==> src/rtl/hs_port_pkg.sv <==
package hs_port_pkg;

  typedef enum logic [2:0] {
    A_CTRL  = 3'd0,
    A_OUT   = 3'd1,
    A_DATA  = 3'd2,
    A_DIR   = 3'd3,
    A_LATCH = 3'd4
  } reg_addr_e;

  // control bits 3..0
  typedef struct packed {
    logic od;    // open-drain request
    logic inv;   // output strobe active low
    logic rise;  // input strobe active edge is rising
    logic hs;    // full handshake mode
  } ctrl_t;

  localparam int CTRL_BITS = 4;

endpackage

==> src/rtl/hs_port_edge.sv <==
module hs_port_edge #(
  parameter int SYNC = 2
) (
  input  logic clk,
  input  logic rst,
  input  logic strb_in,
  input  logic rise_sel,
  output logic edge_hit
);
  logic [SYNC:0] chain;

  always_ff @(posedge clk) begin
    if (rst) chain <= '0;
    else     chain <= {chain[SYNC-1:0], strb_in};
  end

  always_comb begin
    if (rise_sel) edge_hit = chain[SYNC-1] & ~chain[SYNC];
    else          edge_hit = ~chain[SYNC-1] & chain[SYNC];
  end
endmodule

==> src/rtl/hs_port_strobe.sv <==
module hs_port_strobe (
  input  logic clk,
  input  logic rst,
  input  logic hs_mode,
  input  logic inv,
  input  logic wr_out_ev,
  input  logic wr_data_ev,
  input  logic rd_latch_ev,
  input  logic in_edge,
  output logic active,
  output logic strb_out
);
  logic act_d;

  always_comb begin
    if (hs_mode) begin
      if (rd_latch_ev || wr_data_ev) act_d = 1'b1;
      else if (in_edge)              act_d = 1'b0;
      else                           act_d = active;
    end else begin
      act_d = wr_out_ev;
    end
  end

  always_ff @(posedge clk) begin
    if (rst) active <= 1'b0;
    else     active <= act_d;
  end

  assign strb_out = active ^ inv;
endmodule

==> src/rtl/hs_port_pins.sv <==
module hs_port_pins #(
  parameter int W = 8
) (
  input  logic         clk,
  input  logic         rst,
  input  logic [W-1:0] data,
  input  logic [W-1:0] dir,
  input  logic         od_en,
  output logic [W-1:0] pad_o,
  output logic [W-1:0] pad_oe
);
  for (genvar i = 0; i < W; i++) begin : g_pin
    always_ff @(posedge clk) begin
      if (rst) begin
        pad_o[i]  <= 1'b0;
        pad_oe[i] <= 1'b0;
      end else begin
        pad_o[i]  <= data[i] & ~od_en;
        pad_oe[i] <= dir[i] & ~(od_en & data[i]);
      end
    end
  end
endmodule

==> src/rtl/hs_par_port.sv <==
module hs_par_port #(
  parameter int W    = 8,
  parameter int SYNC = 2
) (
  input  logic         clk,
  input  logic         rst,
  input  logic         single_chip,
  input  logic         cpu_wr,
  input  logic         cpu_rd,
  input  logic [2:0]   cpu_addr,
  input  logic [W-1:0] cpu_wdata,
  output logic [W-1:0] cpu_rdata,
  output logic [W-1:0] pb_out,
  output logic         strb_out,
  input  logic         strb_in,
  input  logic [W-1:0] pc_in,
  output logic [W-1:0] pc_out,
  output logic [W-1:0] pc_oe
);
  import hs_port_pkg::*;

  localparam int FLAG_BIT = W - 1;

  ctrl_t        ctrl_q;
  logic         flag_q;
  logic [W-1:0] out_q, data_q, dir_q, latch_q;
  logic         wr_ctrl, wr_out_ev, wr_data_ev, wr_dir, rd_latch_ev;
  logic         in_edge, stb_act, od_eff, hs_mode;
  logic [W-1:0] rd_mux;

  assign wr_ctrl     = cpu_wr && cpu_addr == A_CTRL;
  assign wr_out_ev   = cpu_wr && cpu_addr == A_OUT;
  assign wr_data_ev  = cpu_wr && cpu_addr == A_DATA;
  assign wr_dir      = cpu_wr && cpu_addr == A_DIR;
  assign rd_latch_ev = cpu_rd && cpu_addr == A_LATCH;
  assign od_eff      = ctrl_q.od & single_chip;
  assign hs_mode     = ctrl_q.hs;

  hs_port_edge #(.SYNC(SYNC)) edge_i (
    .clk(clk), .rst(rst), .strb_in(strb_in),
    .rise_sel(ctrl_q.rise), .edge_hit(in_edge)
  );

  hs_port_strobe strobe_i (
    .clk(clk), .rst(rst), .hs_mode(hs_mode), .inv(ctrl_q.inv),
    .wr_out_ev(wr_out_ev), .wr_data_ev(wr_data_ev),
    .rd_latch_ev(rd_latch_ev), .in_edge(in_edge),
    .active(stb_act), .strb_out(strb_out)
  );

  hs_port_pins #(.W(W)) pins_i (
    .clk(clk), .rst(rst), .data(data_q), .dir(dir_q), .od_en(od_eff),
    .pad_o(pc_out), .pad_oe(pc_oe)
  );

  always_ff @(posedge clk) begin
    if (rst) begin
      ctrl_q <= '0;
      out_q  <= '0;
      data_q <= '0;
      dir_q  <= '0;
    end else begin
      if (wr_ctrl)    ctrl_q <= cpu_wdata[CTRL_BITS-1:0];
      if (wr_out_ev)  out_q  <= cpu_wdata;
      if (wr_data_ev) data_q <= cpu_wdata;
      if (wr_dir)     dir_q  <= cpu_wdata;
    end
  end

  always_ff @(posedge clk) begin
    if (rst) begin
      latch_q <= '0;
      flag_q  <= 1'b0;
    end else begin
      if (in_edge) latch_q <= pc_in;
      if (in_edge)          flag_q <= 1'b1;
      else if (rd_latch_ev) flag_q <= 1'b0;
    end
  end

  always_comb begin
    rd_mux = '0;
    unique case (cpu_addr)
      A_CTRL: begin
        rd_mux[CTRL_BITS-1:0] = ctrl_q;
        rd_mux[FLAG_BIT]      = flag_q;
      end
      A_OUT:   rd_mux = out_q;
      A_DATA:  rd_mux = (data_q & dir_q) | (pc_in & ~dir_q);
      A_DIR:   rd_mux = dir_q;
      A_LATCH: rd_mux = latch_q;
      default: rd_mux = '0;
    endcase
  end

  always_ff @(posedge clk) begin
    if (rst)         cpu_rdata <= '0;
    else if (cpu_rd) cpu_rdata <= rd_mux;
  end

  assign pb_out = out_q;
endmodule

==> config.mk <==
export PLATFORM = sky130hd
export DESIGN_NAME = hs_par_port
export DESIGN_NICKNAME = d
export VERILOG_FILES = /design/src/rtl/hs_port_pkg.sv /design/src/rtl/hs_port_edge.sv /design/src/rtl/hs_port_strobe.sv /design/src/rtl/hs_port_pins.sv /design/src/rtl/hs_par_port.sv
export SDC_FILE = /design/constraint.sdc
export NUM_CORES = 1
export LEC_CHECK = 0
export ABC_AREA = 1
export ABC_CLOCK_PERIOD_IN_PS = 1040
export BUFFER_PORTS_ARGS = -buffer_cell sky130_fd_sc_hd__buf_2
export CAP_MARGIN = 20
export CORE_ASPECT_RATIO = 0.9
export CORE_MARGIN = 2
export CORE_UTILIZATION = 48
export CTS_CLUSTER_SIZE = 14
export DETAILED_ROUTE_END_ITERATION = 10
export PLACE_DENSITY = 0.71
export SLEW_MARGIN = 40
export SYNTH_ARGS = -nofsm -noshare
export SYNTH_HDL_FRONTEND = slang
export SYNTH_SLANG_ARGS = --single-unit
==> constraint.sdc <==
create_clock -name clk -period 1.04 [get_ports clk]
set_clock_uncertainty 0.1 [all_clocks]
set_input_delay 0.052 -clock clk [delete_from_list [all_inputs] [get_ports clk]]
set_output_delay 0.052 -clock clk [all_outputs]
set_load 0.02 [all_outputs]
==> flow_metrics.py, run 1 <==
metrics = {
    "run_status": {
        "outcome": "complete, but fails checks",
        "violations_in_the_final_reports": "negative setup slack",
    },
    "logic_synthesis": {
        "synth.cell_area_um2": 2600,
        "post_synth_inst_count": 345,
        "synth_top_area_cell": "sky130_fd_sc_hd__dfxtp_1",
        "dominant_register_cell_in_the_synthesized_netlist": "sky130_fd_sc_hd__dfxtp_1",
        "yosysSeqAreaShare_pct": 50.0,
        "netlist_top_cells_count": "sky130_fd_sc_hd__dfxtp_1, sky130_fd_sc_hd__nand2_1, sky130_fd_sc_hd__o21ai_0",
        "synth_seq_cells": 65,
        "ys_types": 26,
        "async_reset_ff_share_pct": 0,
        "synth_edf_count": 0,
        "synthesis.nets": 370,
        "synth.most_common_cell": "sky130_fd_sc_hd__dfxtp_1",
        "postSynthAreaPerCell_um2": 7.54,
        "synth_top_area_share_pct": 50.0,
        "synth.top_cells.by_area": "sky130_fd_sc_hd__dfxtp_1, sky130_fd_sc_hd__o21ai_0, sky130_fd_sc_hd__a21oi_1, sky130_fd_sc_hd__nand2_1, sky130_fd_sc_hd__inv_1",
        "synth.yosys.warnings": 0,
    },
    "clock_network": {
        "tritoncts_num_sinks": 65,
        "cts.root.buffer_cell": "sky130_fd_sc_hd__clkbuf_8",
        "cts-htree-levels": 3,
        "clock_pin_transition_on_the_worst_setup_and_hold_timing_paths_ns": 0.07,
        "tritoncts_clock_tree": "yes",
        "cts_buffers": 9,
        "insertion_delay_to_the_later_sink_of_the_worst_skew_pair_ns": 0.34,
        "cts_buffer_depth": 2,
    },
    "drt": {
        "detailroute.via_count": 2735,
        "detail_route.first_pass.iterations": 4,
        "avgViaCountPerCell": 5.13,
        "wire_per_inst_um": 13.5,
        "drt_first_iter_violations": 140,
        "drc": 0,
        "postRouteAntennaNets": 0,
        "totalWireLength_um": 7210,
    },
    "timing": {
        "holdWs_ns": 0.0180,
        "tightest_slew_ns": 0.271,
        "period_share_pct": 112,
        "max_slew_margin_pct": 81.9,
        "setup_viol_count_final": 11,
        "fin_crit_ns": 1.16,
        "postLayoutSetupSlackWorst_ns": -0.122,
        "total_count_of_hold_check_failures_in_the_final_report": 0,
        "setup_repair_after_global_routing_missed_its_margin": "true",
        "clock.fmax_mhz": 861,
        "drv_slew": 0,
        "setup_tns_ns": -0.791,
    },
    "power": {
        "pwr_density_cell_nw_per_um2": 1490,
        "power_total_w": 0.00573,
        "max-vdd-ir-drop_mv": 1.11,
        "static-leakage-power_nw": 1.80,
    },
    "critical_path": {
        "worstSetupStartpointType": "flip-flop",
        "worst_setup_path_end_kind": "output pin",
        "cpPeakStageDelay_ns": 0.33,
        "worst_path_max_delay_cell": "sky130_fd_sc_hd__dfxtp_2",
        "worstPathArrival_ns": 1.01,
        "wp_data_required_ns": 0.89,
        "worst-path-max-fanout": 2,
        "path_buf_inv": 1,
        "worst-setup-path-type": "flip-flop to output pin",
        "register_to_register_setup_slack_ns": -0.11,
        "cp_cell_sequence": "xor2_1 > buf_4",
        "cell_family_contributing_the_most_delay_on_the_critical_path": "flip-flops",
    },
    "hold_path": {
        "hold_path.class": "input pin to flip-flop",
    },
    "grt": {
        "track_usage_pct": 25.6,
        "grt_first_pass_wirelength_um": 11400,
        "grt_remaining_overflow": 0,
        "grt_max_degree": 50,
        "antenna_violations_before_repair": 0,
        "grt_pass1_vias": 2490,
    },
    "die": {
        "fp.coreArea_um2": 5260,
        "initial_utilization_pct": 49.5,
        "floorplan.die.height_um": 73.8,
        "dieArea_um2": 6020,
        "ios": 58,
        "core.rowCount": 25,
        "floorplan.die.width_um": 81.6,
    },
    "place": {
        "dp_worst_setup_slack_ns": -0.228,
        "half_perimeter_wire_length_after_placement_um": 4800,
        "place_congestion": 0.835,
        "place.port_buffers": 57,
    },
    "layout": {
        "insertedDiodeCount": 0,
        "area_growth_pct": 47.4,
        "layout.core_utilization_pct": 73.0,
        "nets": 486,
        "drive_gt1_share_pct": 36.9,
    },
    "flow_run": {
        "timing.max_cap.violations": 0,
    },
}
-- worst register-to-register path: stages, from the launching register on --
cell,delay [ns]
sky130_fd_sc_hd__dfxtp_2,0.33
sky130_fd_sc_hd__inv_2,0.05
sky130_fd_sc_hd__nor2_2,0.07
sky130_fd_sc_hd__nand2_1,0.06
sky130_fd_sc_hd__nand2_2,0.14
sky130_fd_sc_hd__buf_6,0.16
sky130_fd_sc_hd__o21ai_2,0.06
sky130_fd_sc_hd__a21oi_1,0.11
-- final cells by class --
cell class / instances / area, um^2
fill: 412 / 1420
sequential: 65 / 1330
multi-input combinational: 222 / 1150
timing repair buffer: 118 / 870
inverter: 45 / 174
clock buffer: 14 / 163
tap: 67 / 83.8
clock inverter: 2 / 60.1
-- power by group --
part	internal, W	switching, W	total, W	leakage [nW]
clock	0.00149	0.000944	0.00243	0.111
combinational	0.000305	0.000370	0.000675	1.15
sequential	0.00257	0.0000524	0.00263	0.538
-- flip-flops by register name, indices dropped and copies added, names as in the netlist --
name and count:
pb_out 8, dir_q 8, edge_i.chain 3, data_q 8, flag_q 1, hs_mode 1
cpu_rdata 8, ctrl_q 3, pins_i.pad_o 8, latch_q 8, pins_i.pad_oe 8, strobe_i.active 1
-- layer usage --
layer  global-route usage, %  vias to the layer above  wire [um]  share of wire [%]
met4                    8.70                        0        144                2.0
met1                    30.4                     1255       3080                 43
met2                    43.3                       95       3460                 48
met5                       0                        -          0                  0
li1                        -                     1371          -                  -
met3                    8.97                       14        524                7.3
-- cells in the final DEF (no fill, tap or decap), types with 4 or more instances in the layout --
cell / count
sky130_fd_sc_hd__nand3_1: 12
sky130_fd_sc_hd__buf_2: 43
sky130_fd_sc_hd__inv_1: 34
sky130_fd_sc_hd__dfxtp_1: 45
sky130_fd_sc_hd__dlygate4sd3_1: 19
sky130_fd_sc_hd__nor3_1: 8
sky130_fd_sc_hd__buf_4: 49
sky130_fd_sc_hd__o21ai_1: 6
sky130_fd_sc_hd__a21oi_1: 36
sky130_fd_sc_hd__nor2_1: 35
sky130_fd_sc_hd__o211ai_1: 7
sky130_fd_sc_hd__a21oi_2: 4
sky130_fd_sc_hd__buf_6: 5
sky130_fd_sc_hd__clkbuf_8: 11
sky130_fd_sc_hd__o21ai_2: 12
sky130_fd_sc_hd__nand2_2: 4
sky130_fd_sc_hd__o21ai_0: 32
sky130_fd_sc_hd__inv_2: 8
sky130_fd_sc_hd__nand2_1: 49
sky130_fd_sc_hd__dfxtp_2: 17
-- path summary, 6_finish.rpt --
path | cells past startpoint | start | to
hold / removal | 3 | rst | flag_q$_SDFFE_PP0P_
setup reg to reg | 7 | edge_i.chain[1]$_SDFF_PP0_ | latch_q[3]$_SDFFE_PP0P_
setup / recovery | 2 | strobe_i.active$_SDFFE_PP0P_ | strb_out
hold reg to reg | 2 | edge_i.chain[0]$_SDFF_PP0_ | edge_i.chain[1]$_SDFF_PP0_
-- stage by stage --
| step | area (um^2) | instances |
|---|---|---|
| final | 3830 | 533 |
| after detailed placement | 3210 | 492 |
| after global placement | 3210 | 492 |
| after CTS | 3700 | 531 |
| after floorplan | 2630 | 345 |
| after global routing | 3830 | 533 |
-- timing repair --
action                     CTS  global route
pin swaps                   12            16
hold buffers                19             0
setup buffers                4             2
gates cloned                 0             0
setup endpoints to repair   22            40
gates resized for setup     36            51
hold endpoints to repair    46             0
-- cells by family after synthesis --
family	after synthesis	share of synthesized area [%]
flops	65	50.0
simple gates	120	20.0
xor+xnor	1	0.337
buf+inv	58	9.19
compound gates	101	20.5
(Power assumes the default switching activity.)
==> run 2: changes to the inputs <==
--- a/config.mk
+++ b/config.mk
@@ -6,7 +6,7 @@
 export NUM_CORES = 1
 export LEC_CHECK = 0
 export ABC_AREA = 1
-export ABC_CLOCK_PERIOD_IN_PS = 1040
+export ABC_CLOCK_PERIOD_IN_PS = 1000
 export BUFFER_PORTS_ARGS = -buffer_cell sky130_fd_sc_hd__buf_2
 export CAP_MARGIN = 20
 export CORE_ASPECT_RATIO = 0.9
==> constraint.sdc (replaced) <==
create_clock -name clk -period 1 [get_ports clk]
set_clock_uncertainty 0.1 [all_clocks]
set_input_delay 0.05 -clock clk [delete_from_list [all_inputs] [get_ports clk]]
set_output_delay 0.05 -clock clk [all_outputs]
set_load 0.02 [all_outputs]
==> run 2 against run 1 <==
The flow still finishes with violations (negative setup slack). Critical path depth unchanged. Design area up 1.4%. Sequential share of layout area decreased by 0.24 points. Die area unchanged. Register-to-register slack hardly changed. Count of clock-buffer cells in the layout unchanged. Flip-flop and latch count unchanged. Combinational power up 8.1%. Highest routed layer unchanged.
==> flow_metrics.py, run 2 (same netlist as run 1, synthesis figures left out) <==
metrics = {
    "layout": {
        "layout.filler_cells": 413,
        "multi_input_comb_area_um2": 1180,
        "stdcell_area_um2": 3890,
        "sequential_cell_area_um2": 1340,
        "insertedDiodeCount": 0,
        "mostFrequentLayoutCell": "sky130_fd_sc_hd__buf_4",
        "drive_gt1_share_pct": 40.0,
        "nets": 487,
        "area_growth_pct": 49.6,
        "post_layout_nonfiller_instances": 534,
        "layout_common_cells": "sky130_fd_sc_hd__buf_4, sky130_fd_sc_hd__nand2_1, sky130_fd_sc_hd__dfxtp_1",
    },
    "critical_path": {
        "cp_cell_sequence": "xor2_1 > buf_4",
        "worst_setup_path_end_kind": "output pin",
        "path_buf_inv": 1,
        "worst-setup-path-type": "flip-flop to output pin",
        "worst_path_max_delay_cell": "sky130_fd_sc_hd__dfxtp_2",
        "regToRegEndpoint": "latch_q[1]$_SDFFE_PP0P_",
        "wp_data_required_ns": 0.85,
        "worstPathArrival_ns": 0.99,
        "cell_family_contributing_the_most_delay_on_the_critical_path": "flip-flops",
        "critical_path.reg2reg.startpoint": "edge_i.chain[1]$_SDFF_PP0_",
        "cpPeakStageDelay_ns": 0.34,
        "worstRegToRegCells": 7,
        "worstSetupStartpointType": "flip-flop",
        "register_to_register_setup_slack_ns": -0.12,
        "worst-path-max-fanout": 2,
    },
    "place": {
        "dp_worst_setup_slack_ns": -0.284,
        "placement.cell_area_um2": 3240,
        "place_congestion": 0.945,
        "half_perimeter_wire_length_after_placement_um": 4970,
        "dpl.cell_count": 494,
        "place.port_buffers": 57,
    },
    "drt": {
        "topRoutingLayerUsed": "met4",
        "detailroute.via_count": 2761,
        "wire_per_inst_um": 14.0,
        "totalWireLength_um": 7460,
        "met1Wirelength_um": 3190,
        "route.met3.wl_um": 427,
        "drt_first_iter_violations": 239,
        "postRouteAntennaNets": 0,
        "detail_route.first_pass.iterations": 4,
        "amount_of_wire_on_met2_after_detailed_routing_um": 3720,
        "avgViaCountPerCell": 5.17,
        "drc": 0,
    },
    "timing": {
        "total_count_of_hold_check_failures_in_the_final_report": 0,
        "setup_tns_ns": -1.18,
        "period_share_pct": 114,
        "tightest_slew_ns": 0.293,
        "max_slew_margin_pct": 80.4,
        "postLayoutSetupSlackWorst_ns": -0.144,
        "setup_viol_count_final": 15,
        "fin_crit_ns": 1.14,
        "clock.fmax_mhz": 874,
        "setup_repair_after_global_routing_missed_its_margin": "true",
        "drv_slew": 0,
    },
    "grt": {
        "grt_max_degree": 35,
        "antenna_violations_before_repair": 0,
        "grt_first_pass_wirelength_um": 11400,
        "grt_remaining_overflow": 0,
        "grt_pass1_vias": 2481,
        "track_usage_pct": 25.8,
    },
    "die": {
        "initial_utilization_pct": 49.5,
        "floorplan.die.width_um": 81.6,
        "core.rowCount": 25,
        "floorplan.die.height_um": 73.8,
        "fp.coreArea_um2": 5260,
        "dieArea_um2": 6020,
        "ios": 58,
    },
    "clock_network": {
        "tritoncts_num_sinks": 65,
        "cts_buffer_depth": 2,
        "cts-htree-levels": 3,
        "insertion_delay_to_the_later_sink_of_the_worst_skew_pair_ns": 0.34,
        "tritoncts_clock_tree": "yes",
        "clock_pin_transition_on_the_worst_setup_and_hold_timing_paths_ns": 0.07,
        "cts.root.buffer_cell": "sky130_fd_sc_hd__clkbuf_8",
        "cts_buffers": 9,
    },
    "hold_path": {
        "worstHoldPathCells": 5,
        "hold_path.class": "input pin to flip-flop",
        "min_from": "cpu_rd",
        "min_delay_worst_endpoint": "cpu_rdata[6]$_SDFFE_PP0P_",
    },
    "run_status": {
        "outcome": "complete, but fails checks",
        "violations_in_the_final_reports": "negative setup slack",
    },
    "power": {
        "max-vdd-ir-drop_mv": 1.03,
        "static-leakage-power_nw": 1.79,
        "pwr_density_cell_nw_per_um2": 1410,
    },
    "flow_run": {
        "timing.max_cap.violations": 0,
    },
}
run 2: cell types whose count changed in the layout (fill, tap and decap cells not counted), moves of 2 or more:
cell,change
sky130_fd_sc_hd__dfxtp_1,-8
sky130_fd_sc_hd__dfxtp_2,+8
sky130_fd_sc_hd__nand2_1,-3
sky130_fd_sc_hd__buf_2,-8
sky130_fd_sc_hd__o21ai_1,+7
sky130_fd_sc_hd__nor3_1,-2
sky130_fd_sc_hd__buf_6,+10
sky130_fd_sc_hd__nor3_2,+2
sky130_fd_sc_hd__bufinv_16,-2
sky130_fd_sc_hd__nand2_4,+2
sky130_fd_sc_hd__o21ai_0,-6
run 2: power by group:
part           total [W]  leakage [nW]  switching [W]  internal, W
clock network    0.00200        0.0867       0.000963      0.00103
registers        0.00274         0.542      0.0000583      0.00268
logic           0.000730          1.17       0.000394     0.000337
total            0.00546          1.79        0.00141      0.00405
run 2: worst max path at each step:
stage	from	to	cells past startpoint
floorplan	cpu_addr[2]	dir_q[5]$_SDFFE_PP0P_	6
global placement	cpu_addr[0]	data_q[6]$_SDFFE_PP0P_	7
detailed placement	cpu_addr[1]	dir_q[5]$_SDFFE_PP0P_	6
CTS	ctrl_q[2]$_SDFFE_PP0P_	strb_out	2
global route	edge_i.chain[1]$_SDFF_PP0_	latch_q[3]$_SDFFE_PP0P_	7
finish	strobe_i.active$_SDFFE_PP0P_	strb_out	2
run 2: repair_timing:
| action | CTS | global route |
|---|---|---|
| hold endpoints to repair | 47 | 0 |
| setup buffers | 2 | 4 |
| pin swaps | 12 | 20 |
| endpoints found under the setup margin | 33 | 49 |
| hold buffers | 19 | 0 |
| resized for setup | 47 | 66 |
run 2: layout make-up:
cell class,count,area share [%]
sequential,65,34.6
multi-input combinational,222,30.3
timing repair buffer,119,24.0
inverter,45,4.47
clock buffer,14,4.18
tap,67,2.16
clock inverter,2,0.322
run 2: metal layers:
metal  up-vias  track usage [%]
met2        91             41.8
met1      1285             31.1
met4         0             11.5
li1       1371                -
met5         -                0
met3        14             8.85
run 2: metrics by stage:
step                      util [%]  hold WS, ns  power (W)
after detailed placement      61.6        0.166    0.00337
after floorplan                  -       0.0570    0.00310
after global placement        61.6        0.153    0.00336
after global routing          74.0       0.0690    0.00572
final                         74.0       0.0400    0.00546
after CTS                     70.6       0.0354    0.00543
run 2: worst reg2reg max path, cell delays in order (launching register included):
cell and delay (ns):
sky130_fd_sc_hd__dfxtp_2 0.32, sky130_fd_sc_hd__inv_2 0.04, sky130_fd_sc_hd__nor2_1 0.09, sky130_fd_sc_hd__nand2_1 0.09, sky130_fd_sc_hd__nand2_4 0.11, sky130_fd_sc_hd__buf_6 0.15
sky130_fd_sc_hd__o21ai_2 0.06, sky130_fd_sc_hd__a21oi_2 0.10
==> run 3: changes to the inputs <==
--- a/config.mk
+++ b/config.mk
@@ -6,15 +6,16 @@
 export NUM_CORES = 1
 export LEC_CHECK = 0
 export ABC_AREA = 1
-export ABC_CLOCK_PERIOD_IN_PS = 1000
+export ABC_CLOCK_PERIOD_IN_PS = 1150
 export BUFFER_PORTS_ARGS = -buffer_cell sky130_fd_sc_hd__buf_2
 export CAP_MARGIN = 20
 export CORE_ASPECT_RATIO = 0.9
 export CORE_MARGIN = 2
-export CORE_UTILIZATION = 48
+export CORE_UTILIZATION = 53
 export CTS_CLUSTER_SIZE = 14
 export DETAILED_ROUTE_END_ITERATION = 10
-export PLACE_DENSITY = 0.71
+export PLACE_DENSITY = 0.74
+export SKIP_LAST_GASP = 1
 export SLEW_MARGIN = 40
 export SYNTH_ARGS = -nofsm -noshare
 export SYNTH_HDL_FRONTEND = slang
==> constraint.sdc (replaced) <==
create_clock -name clk -period 1.15 [get_ports clk]
set_clock_uncertainty 0.1 [all_clocks]
set_input_delay 0.0575 -clock clk [delete_from_list [all_inputs] [get_ports clk]]
set_output_delay 0.0575 -clock clk [all_outputs]
set_load 0.02 [all_outputs]
==> run 3 against run 2 <==
The flow still finishes with violations (negative setup slack). Non-clock buffer count down 25. Combinational power down 28%. Worst hold slack better by 0.0046 ns.
==> flow_metrics.py, run 3 (same netlist as run 1, synthesis figures left out) <==
metrics = {
    "run_status": {
        "outcome": "complete, but fails checks",
        "violations_in_the_final_reports": "negative setup slack",
    },
    "layout": {
        "layout_common_cells": "sky130_fd_sc_hd__dfxtp_1, sky130_fd_sc_hd__buf_2, sky130_fd_sc_hd__nand2_1",
        "nets": 462,
        "post_layout_nonfiller_instances": 504,
        "insertedDiodeCount": 0,
        "drive_gt1_share_pct": 26.2,
        "mostFrequentLayoutCell": "sky130_fd_sc_hd__dfxtp_1",
        "area_growth_pct": 32.8,
    },
    "timing": {
        "fin_crit_ns": 1.16,
        "holdWs_ns": 0.0446,
        "tightest_slew_ns": 0.417,
        "clock.fmax_mhz": 858,
        "period_share_pct": 101,
        "setup_viol_count_final": 1,
        "postLayoutSetupSlackWorst_ns": -0.0149,
        "drv_slew": 0,
        "max_slew_margin_pct": 72.1,
        "total_count_of_hold_check_failures_in_the_final_report": 0,
        "setup_repair_after_global_routing_missed_its_margin": "true",
    },
    "power": {
        "combinationalPowerShare_pct": 11.4,
        "pwr_density_cell_nw_per_um2": 1330,
        "net_sw_share_pct": 24.6,
        "power.share.sequential_pct": 51.6,
        "cellInternalPower_w": 0.00347,
        "net_sw_power_w": 0.00113,
        "static-leakage-power_nw": 1.62,
        "clock_power_share_pct": 37.0,
        "max-vdd-ir-drop_mv": 0.951,
    },
    "clock_network": {
        "insertion_delay_to_the_later_sink_of_the_worst_skew_pair_ns": 0.33,
        "tritoncts_num_sinks": 65,
        "cts_buffer_depth": 2,
        "clock_pin_transition_on_the_worst_setup_and_hold_timing_paths_ns": 0.06,
        "cts.root.buffer_cell": "sky130_fd_sc_hd__clkbuf_8",
        "cts-htree-levels": 3,
        "cts_buffers": 9,
        "tritoncts_clock_tree": "yes",
    },
    "drt": {
        "detail_route.first_pass.iterations": 4,
        "wire_per_inst_um": 13.5,
        "avgViaCountPerCell": 5.04,
        "detailroute.via_count": 2538,
        "drc": 0,
        "postRouteAntennaNets": 0,
        "totalWireLength_um": 6780,
        "drt_first_iter_violations": 163,
    },
    "grt": {
        "track_usage_pct": 25.6,
        "grt_remaining_overflow": 0,
        "grt_first_pass_wirelength_um": 10800,
        "grt_max_degree": 50,
        "antenna_violations_before_repair": 0,
        "grt_pass1_vias": 2360,
    },
    "die": {
        "floorplan.die.height_um": 70.4,
        "dieArea_um2": 5480,
        "ios": 58,
        "fp.coreArea_um2": 4770,
        "initial_utilization_pct": 54.5,
        "core.rowCount": 24,
        "floorplan.die.width_um": 77.8,
    },
    "critical_path": {
        "worst-setup-path-type": "flip-flop to flip-flop",
        "worstSetupStartpointType": "flip-flop",
        "worstPathArrival_ns": 1.33,
        "worst-path-max-fanout": 6,
        "worst_setup_path_end_kind": "flip-flop",
        "wp_data_required_ns": 1.32,
    },
    "place": {
        "dp_worst_setup_slack_ns": -0.162,
        "place_congestion": 0.860,
        "dpl.cell_count": 473,
        "place.port_buffers": 57,
        "half_perimeter_wire_length_after_placement_um": 4750,
    },
    "hold_path": {
        "hold_path.class": "input pin to flip-flop",
    },
    "flow_run": {
        "timing.max_cap.violations": 0,
    },
}
-- run 3: path summary, 6_finish.rpt --
path,startpoint,to,slack (ns),depth (start not counted)
min reg2reg,edge_i.chain[0]$_SDFF_PP0_,edge_i.chain[1]$_SDFF_PP0_,0.31,2
min,rst,cpu_rdata[6]$_SDFFE_PP0P_,0.04,3
max reg2reg,edge_i.chain[1]$_SDFF_PP0_,latch_q[3]$_SDFFE_PP0P_,-0.01,7
max,edge_i.chain[1]$_SDFF_PP0_,latch_q[3]$_SDFFE_PP0P_,-0.01,7
-- run 3: worst max-delay path: stages, from the launching register on --
cell and delay, ns:
sky130_fd_sc_hd__dfxtp_2 0.32, sky130_fd_sc_hd__inv_2 0.04, sky130_fd_sc_hd__nor2_2 0.10, sky130_fd_sc_hd__nand2_1 0.07
sky130_fd_sc_hd__nand2_2 0.14, sky130_fd_sc_hd__buf_6 0.15, sky130_fd_sc_hd__o21ai_2 0.05, sky130_fd_sc_hd__a21oi_1 0.12
-- run 3: final cells by class --
cell class / instances / area, um^2
clock buffer: 13 / 169
multi-input combinational: 222 / 1090
timing repair buffer: 94 / 631
tap: 65 / 81.3
fill: 409 / 1320
sequential: 65 / 1310
inverter: 45 / 174
-- run 3: through the flow --
| step | area (um^2) | utilization [%] | power [W] | TNS, ns |
|---|---|---|---|---|
| 2_1_floorplan | 2600 | - | 0.00268 | 0 |
| 3_3_place_gp | 3050 | 63.9 | 0.00287 | -1.50 |
| 3_5_place_dp | 3050 | 63.9 | 0.00287 | -2.39 |
| 4_1_cts | 3410 | 71.3 | 0.00461 | -0.0214 |
| 5_1_grt | 3450 | 72.3 | 0.00479 | -0.607 |
| 6_report | 3450 | 72.3 | 0.00460 | -0.0149 |
-- run 3: what timing repair did --
item | 4_1_cts | 5_1_grt
buffers inserted | 1 | 1
setup endpoints to repair | 13 | 21
pin swaps | 0 | 6
hold buffers | 17 | 0
gates resized for setup | 6 | 27
hold endpoints to repair | 37 | 0
-- run 3: layer usage --
layer	wire length, um	share of wire [%]	track usage [%]	vias to the layer above
met5	0	0	0	-
met4	58	0.86	8.53	0
met3	397	5.9	6.98	6
met2	3360	50	43.2	76
met1	2970	44	31.5	1146
li1	-	-	-	1310
-- run 3: power groups by stage --
stage / clock, W / combinational [W] / sequential, W
global route: 0.00183 / 0.000577 / 0.00238
floorplan: 0 / 0.000226 / 0.00245
global placement: 0 / 0.000451 / 0.00242
detailed placement: 0 / 0.000457 / 0.00242
finish: 0.00170 / 0.000525 / 0.00237
CTS: 0.00174 / 0.000507 / 0.00237
